[config.mk]
export PLATFORM = sky130hd
export DESIGN_NAME = ovs_border_ctrl
export DESIGN_NICKNAME = d
export VERILOG_FILES = /design/src/rtl/ovs_pkg.sv /design/src/rtl/ovs_color_regs.sv /design/src/rtl/ovs_sampler.sv /design/src/rtl/ovs_out_stage.sv /design/src/rtl/ovs_border_ctrl.sv
export SDC_FILE = /design/constraint.sdc
export NUM_CORES = 1
export LEC_CHECK = 0
export ABC_AREA = 1
export BUFFER_PORTS_ARGS = -buffer_cell sky130_fd_sc_hd__buf_2
export CELL_PAD_IN_SITES_DETAIL_PLACEMENT = 0
export CELL_PAD_IN_SITES_GLOBAL_PLACEMENT = 1
export CORE_MARGIN = 5
export CORE_UTILIZATION = 30
export DETAILED_ROUTE_END_ITERATION = 6
export PLACE_DENSITY_LB_ADDON = 0.1
export SLEW_MARGIN = 20
export SYNTH_ARGS = -nofsm -noshare
export SYNTH_HDL_FRONTEND = slang
export SYNTH_SLANG_ARGS = --single-unit
[constraint.sdc]
create_clock -name clk_i -period 3 [get_ports clk_i]
set_input_delay 0.6 -clock clk_i [delete_from_list [all_inputs] [get_ports clk_i]]
set_output_delay 0.6 -clock clk_i [all_outputs]
set_load 0.02 [all_outputs]
[src/rtl/ovs_pkg.sv]
package ovs_pkg;
  localparam int unsigned CW  = 8;
  localparam int unsigned NCH = 3;
  localparam int unsigned AW  = 2;
  localparam int unsigned PW  = CW * NCH;

  typedef enum logic [1:0] {
    PIX_PASS   = 2'd0,
    PIX_BORDER = 2'd1,
    PIX_BLACK  = 2'd2
  } pix_sel_e;
endpackage

[src/rtl/ovs_color_regs.sv]
module ovs_color_regs #(
  parameter int unsigned CW  = ovs_pkg::CW,
  parameter int unsigned NCH = ovs_pkg::NCH,
  parameter int unsigned AW  = ovs_pkg::AW
) (
  input  logic              clk_i,
  input  logic              rst_ni,
  input  logic              we_i,
  input  logic [AW-1:0]     addr_i,
  input  logic [CW-1:0]     wdata_i,
  output logic [CW*NCH-1:0] color_o
);
  for (genvar c = 0; c < NCH; c++) begin : g_ch
    logic [CW-1:0] q;
    always_ff @(posedge clk_i or negedge rst_ni) begin
      if (!rst_ni)                                q <= '0;
      else if (we_i && addr_i == AW'(c))          q <= wdata_i;
    end
    // channel 0 lands in the most significant byte
    assign color_o[(NCH-1-c)*CW +: CW] = q;
  end
endmodule

[src/rtl/ovs_sampler.sv]
module ovs_sampler (
  input  logic clk_i,
  input  logic rst_ni,
  input  logic vga_mode_i,
  input  logic sel_lclk_i,
  input  logic vclk_en_i,
  input  logic lclk_en_i,
  input  logic sys_blank_ni,
  input  logic vga_blank_ni,
  input  logic ovs_i,
  output logic blank_nq_o,
  output logic ovs_q_o
);
  logic smp_en, blank_src_n;

  always_comb begin
    blank_src_n = vga_mode_i ? vga_blank_ni : sys_blank_ni;
    if (vga_mode_i) smp_en = 1'b1;
    else            smp_en = sel_lclk_i ? lclk_en_i : vclk_en_i;
  end

  always_ff @(posedge clk_i or negedge rst_ni) begin
    if (!rst_ni) begin
      blank_nq_o <= 1'b1;
      ovs_q_o    <= 1'b0;
    end else if (smp_en) begin
      blank_nq_o <= blank_src_n;
      ovs_q_o    <= ovs_i;
    end
  end
endmodule

[src/rtl/ovs_out_stage.sv]
module ovs_out_stage #(
  parameter int unsigned PW = ovs_pkg::PW
) (
  input  logic          clk_i,
  input  logic          rst_ni,
  input  logic          ovs_en_i,
  input  logic          blank_nq_i,
  input  logic          ovs_q_i,
  input  logic [PW-1:0] pix_i,
  input  logic [PW-1:0] border_i,
  output logic [PW-1:0] pix_o,
  output logic          pedestal_o
);
  import ovs_pkg::*;

  pix_sel_e sel;
  logic     ped_d;
  logic [PW-1:0] pix_d;

  always_comb begin
    sel   = PIX_PASS;
    ped_d = 1'b0;
    if (!blank_nq_i) begin
      if (ovs_en_i && ovs_q_i) begin
        sel = PIX_BORDER;
      end else begin
        sel   = PIX_BLACK;
        ped_d = 1'b1;
      end
    end
    unique case (sel)
      PIX_BORDER: pix_d = border_i;
      PIX_BLACK:  pix_d = '0;
      default:    pix_d = pix_i;
    endcase
  end

  always_ff @(posedge clk_i or negedge rst_ni) begin
    if (!rst_ni) begin
      pix_o      <= '0;
      pedestal_o <= 1'b0;
    end else begin
      pix_o      <= pix_d;
      pedestal_o <= ped_d;
    end
  end
endmodule

[src/rtl/ovs_border_ctrl.sv]
module ovs_border_ctrl (
  input  logic        clk_i,
  input  logic        rst_ni,
  input  logic        vga_mode_i,
  input  logic        ovs_en_i,
  input  logic        sel_lclk_i,
  input  logic        vclk_en_i,
  input  logic        lclk_en_i,
  input  logic        sys_blank_ni,
  input  logic        vga_blank_ni,
  input  logic        ovs_i,
  input  logic        reg_we_i,
  input  logic [1:0]  reg_addr_i,
  input  logic [7:0]  reg_wdata_i,
  input  logic [23:0] pix_i,
  output logic [23:0] pix_o,
  output logic        pedestal_o
);
  import ovs_pkg::*;

  logic          blank_nq, ovs_q;
  logic [PW-1:0] border;

  ovs_color_regs #(.CW(CW), .NCH(NCH), .AW(AW)) i_regs (
    .clk_i   (clk_i),
    .rst_ni  (rst_ni),
    .we_i    (reg_we_i),
    .addr_i  (reg_addr_i),
    .wdata_i (reg_wdata_i),
    .color_o (border)
  );

  ovs_sampler i_smp (
    .clk_i        (clk_i),
    .rst_ni       (rst_ni),
    .vga_mode_i   (vga_mode_i),
    .sel_lclk_i   (sel_lclk_i),
    .vclk_en_i    (vclk_en_i),
    .lclk_en_i    (lclk_en_i),
    .sys_blank_ni (sys_blank_ni),
    .vga_blank_ni (vga_blank_ni),
    .ovs_i        (ovs_i),
    .blank_nq_o   (blank_nq),
    .ovs_q_o      (ovs_q)
  );

  ovs_out_stage #(.PW(PW)) i_out (
    .clk_i      (clk_i),
    .rst_ni     (rst_ni),
    .ovs_en_i   (ovs_en_i),
    .blank_nq_i (blank_nq),
    .ovs_q_i    (ovs_q),
    .pix_i      (pix_i),
    .border_i   (border),
    .pix_o      (pix_o),
    .pedestal_o (pedestal_o)
  );
endmodule

==> impl_metrics.toml <==
[power_and_ir_drop]
netSwitchingPower_mw = 0.410
pwr_density_cell_nw_per_um2 = 588
share_seq_of_total_power_pct = 57.5
internal_power_of_the_cells_mw = 1.03
cellLeakagePower_nw = 1.36
power_switching_share_pct = 28.4
power.clock.fraction_pct = 25.8
power.ir.vdd_worst_mv = 0.202
comb_power_share_pct = 16.7

[clock_network]
root_buffer = "sky130_fd_sc_hd__clkbuf_8"
post_cts.repair.setup_buffers = 0
max_h_tree_level = 2
post_cts_resize_count = 0
clock_sink_count = 51
tritoncts.num_buffers = 5
cts.reportedPaths.clkPinSlew_ns = 0.09
clock_tree_from_tritoncts = "done"
worst_skew_pair.late_latency_ns = 0.30
cts_hold_buf = 0
cts-root-to-sink-buffers = 2

[synth]
leading_cell_types_by_count_after_synthesis = "sky130_fd_sc_hd__nand2_1 (57), sky130_fd_sc_hd__dfrtp_1 (50), sky130_fd_sc_hd__inv_1 (36)"
cell_with_the_most_instances_after_synthesis = "sky130_fd_sc_hd__nand2_1"
synth_ff_type = "sky130_fd_sc_hd__dfrtp_1"
synth_mux_area_share_pct = 0
ys_top_cells_by_area = "sky130_fd_sc_hd__dfrtp_1 (63%), sky130_fd_sc_hd__nand2_1 (11%), sky130_fd_sc_hd__o21ai_0 (7.0%)"
synth-simple-area-share_pct = 13.4
yosys.cell_types.count = 13
synth_warnings = 0
synth_seq_cells = 51
compound_cell_area_share_of_the_yosys_netlist_pct = 12.3
synth_top_family_by_area = "simple AND/OR/NAND/NOR gates"
synth_sequential_area_ratio_pct = 64.1
yosys.area.top_type = "sky130_fd_sc_hd__dfrtp_1"
synthesized_area_sq_um = 1990
synthAdderAreaFrac_pct = 0
post_synth.cell_area_avg_sq_um = 9.59
async_reset_ff_share_pct = 100
yosys.area.top_type_share_pct = 62.7
synth-edff-count = 0
synthXorXnorAreaFrac_pct = 0
synth_cells = 208
syn_nets = 253

[drt]
initialDrtViolationCount = 18
post_drt_wl_per_cell_um = 12.5
post_drt_via_cell_ratio = 4.30
detail_route.drc_violations = 0
ant_nets = 0
route.final.wire_length_um = 4450
drt_pass1_iterations = 4
via_count = 1527

[floorplanning]
core_region_area_sq_um = 6420
dieArea_sq_um = 8380
num_rows = 29
dieHeight_um = 91.5
io-pin-count = 70
die_width_um = 91.5
start_util_pct = 31.1

[setup_path]
worstPathCellList = "nand3b_4 -> o21ai_0"
path_delay_family = "flip-flops"
r2r_start = "i_smp.blank_nq_o$_DFFE_PN1P_"
flop_to_flop_setup_slack_ns = 1.44
crit_required_ns = 3.17
rr_endpoint = "i_out.pix_o[20]$_DFF_PN0_"
worstSetupPathType = "reg2reg"
number_of_cells_on_the_worst_reg_to_reg_path = 2
path_buf_inv = 0
endpoint_kind = "register"
slowest_delay_ns = 0.86
worstSetupStartpointType = "register"
critical_path.max_fanout = 27
critical_path_arrival_ns = 1.72
crit_slowest_cell = "sky130_fd_sc_hd__dfstp_2"

[status]
run_status = "finished clean"

[sta]
clock.fmax_mhz = 643
setup_ws_ns = 1.44
clock-skew-final_ns = 0.00595
setup_viol = 0
timing.final.max_slew_violations = 0
hold_viol_final = 0
fin_hold_ws_ns = 0.259
setup_repair_after_global_routing_missed_its_margin = "false"
finalCriticalPeriod_ns = 1.56
tns_ns = 0
crit_share_post_route_pct = 51.9
tightestPinTransition_ns = 0.513
slew-limit-headroom_pct = 65.7

[job]
cap_violations = 0

[place]
dp_hpwl_um = 3340
place_congestion = 0.663
pre_cts_slack_ns = 1.42
numPortBuffers = 69
numPlacedInstances = 347

[final_layout]
layoutNonFillerInstCount = 355
area_growth_syn_to_layout_pct = 23.1
layout.nets = 322
drive_above_1_share_pct = 28.1
num_antenna_cells = 0

[grt]
number_of_antenna_violations_at_the_first_check_in_global_routing = 0
overflow = 0
track_usage_pct = 11.2
grt_max_degree = 32
number_of_global_route_vias_before_repair = 1567
first_pass_grt_wire_length_um = 7400

[min_path]
holdCritPathClass = "in2async"
==> layout by cell type, fill, tap and decap left out <==
cell	count
sky130_fd_sc_hd__clkbuf_8	5
sky130_fd_sc_hd__a21oi_1	1
sky130_fd_sc_hd__nand2_1	57
sky130_fd_sc_hd__dfstp_2	1
sky130_fd_sc_hd__buf_2	69
sky130_fd_sc_hd__nand4_1	2
sky130_fd_sc_hd__clkbuf_1	2
sky130_fd_sc_hd__inv_1	36
sky130_fd_sc_hd__buf_4	1
sky130_fd_sc_hd__o21ai_0	28
sky130_fd_sc_hd__nand3_1	4
sky130_fd_sc_hd__dfrtp_1	50
sky130_fd_sc_hd__clkinv_2	1
sky130_fd_sc_hd__o21ai_1	20
sky130_fd_sc_hd__nand3b_4	1
==> area by class of cell <==
class / instances / area (sq um)
fill: 683 / 3970
inverter: 36 / 135
sequential: 51 / 1280
timing repair buffer: 70 / 353
tap: 77 / 96.3
clock buffer: 7 / 76.3
multi-input combinational: 113 / 512
clock inverter: 1 / 5.00
==> cell families after synthesis <==
logic type,after synthesis
AO/OA/AOI/OAI,49
flip-flops,51
AND/OR/NAND/NOR,64
buffers and inverters,44
==> power groups by stage <==
stage	combinational (mW)	clock (mW)	sequential, mW
2_1_floorplan	0.115	0	0.870
3_3_place_gp	0.247	0	0.847
3_5_place_dp	0.248	0	0.847
4_1_cts	0.248	0.394	0.833
5_1_grt	0.279	0.412	0.845
6_report	0.241	0.373	0.830
==> registers in the layout, indices dropped and copies added (netlist names) <==
register and cells:
i_smp.ovs_q_o 1, i_smp.blank_nq_o 1, i_out.pedestal_o 1, i_out.pix_o 24, i_regs.g_ch.q 24
==> worst max path at each step <==
| stage | from | to | depth (start not counted) |
|---|---|---|---|
| after floorplan | reg_addr_i[0] | i_regs.g_ch[0].q[5]$_DFFE_PN0P_ | 5 |
| after global placement | i_smp.blank_nq_o$_DFFE_PN1P_ | i_out.pix_o[20]$_DFF_PN0_ | 2 |
| after detailed placement | reg_addr_i[0] | i_regs.g_ch[0].q[6]$_DFFE_PN0P_ | 5 |
| after CTS | i_smp.blank_nq_o$_DFFE_PN1P_ | i_out.pix_o[20]$_DFF_PN0_ | 2 |
| after global routing | i_smp.blank_nq_o$_DFFE_PN1P_ | i_out.pix_o[20]$_DFF_PN0_ | 2 |
| final | i_smp.blank_nq_o$_DFFE_PN1P_ | i_out.pix_o[20]$_DFF_PN0_ | 2 |
==> through the flow <==
step	util (%)	total power, mW	instance area [sq um]
CTS	38.2	1.48	2450
global placement	37.0	1.09	2370
floorplan	-	0.984	1990
global route	38.2	1.54	2450
finish	38.2	1.44	2450
detailed placement	37.0	1.09	2370
==> layer usage <==
metal | vias up | global-route usage (%) | part of all wire, %
met5 | - | 0 | 0
met4 | 0 | 3.77 | 1.2
met3 | 7 | 3.06 | 5.3
met2 | 36 | 19.5 | 50
met1 | 701 | 13.4 | 44
li1 | 783 | - | -
Note: power is estimated with default switching activity, not from simulation.
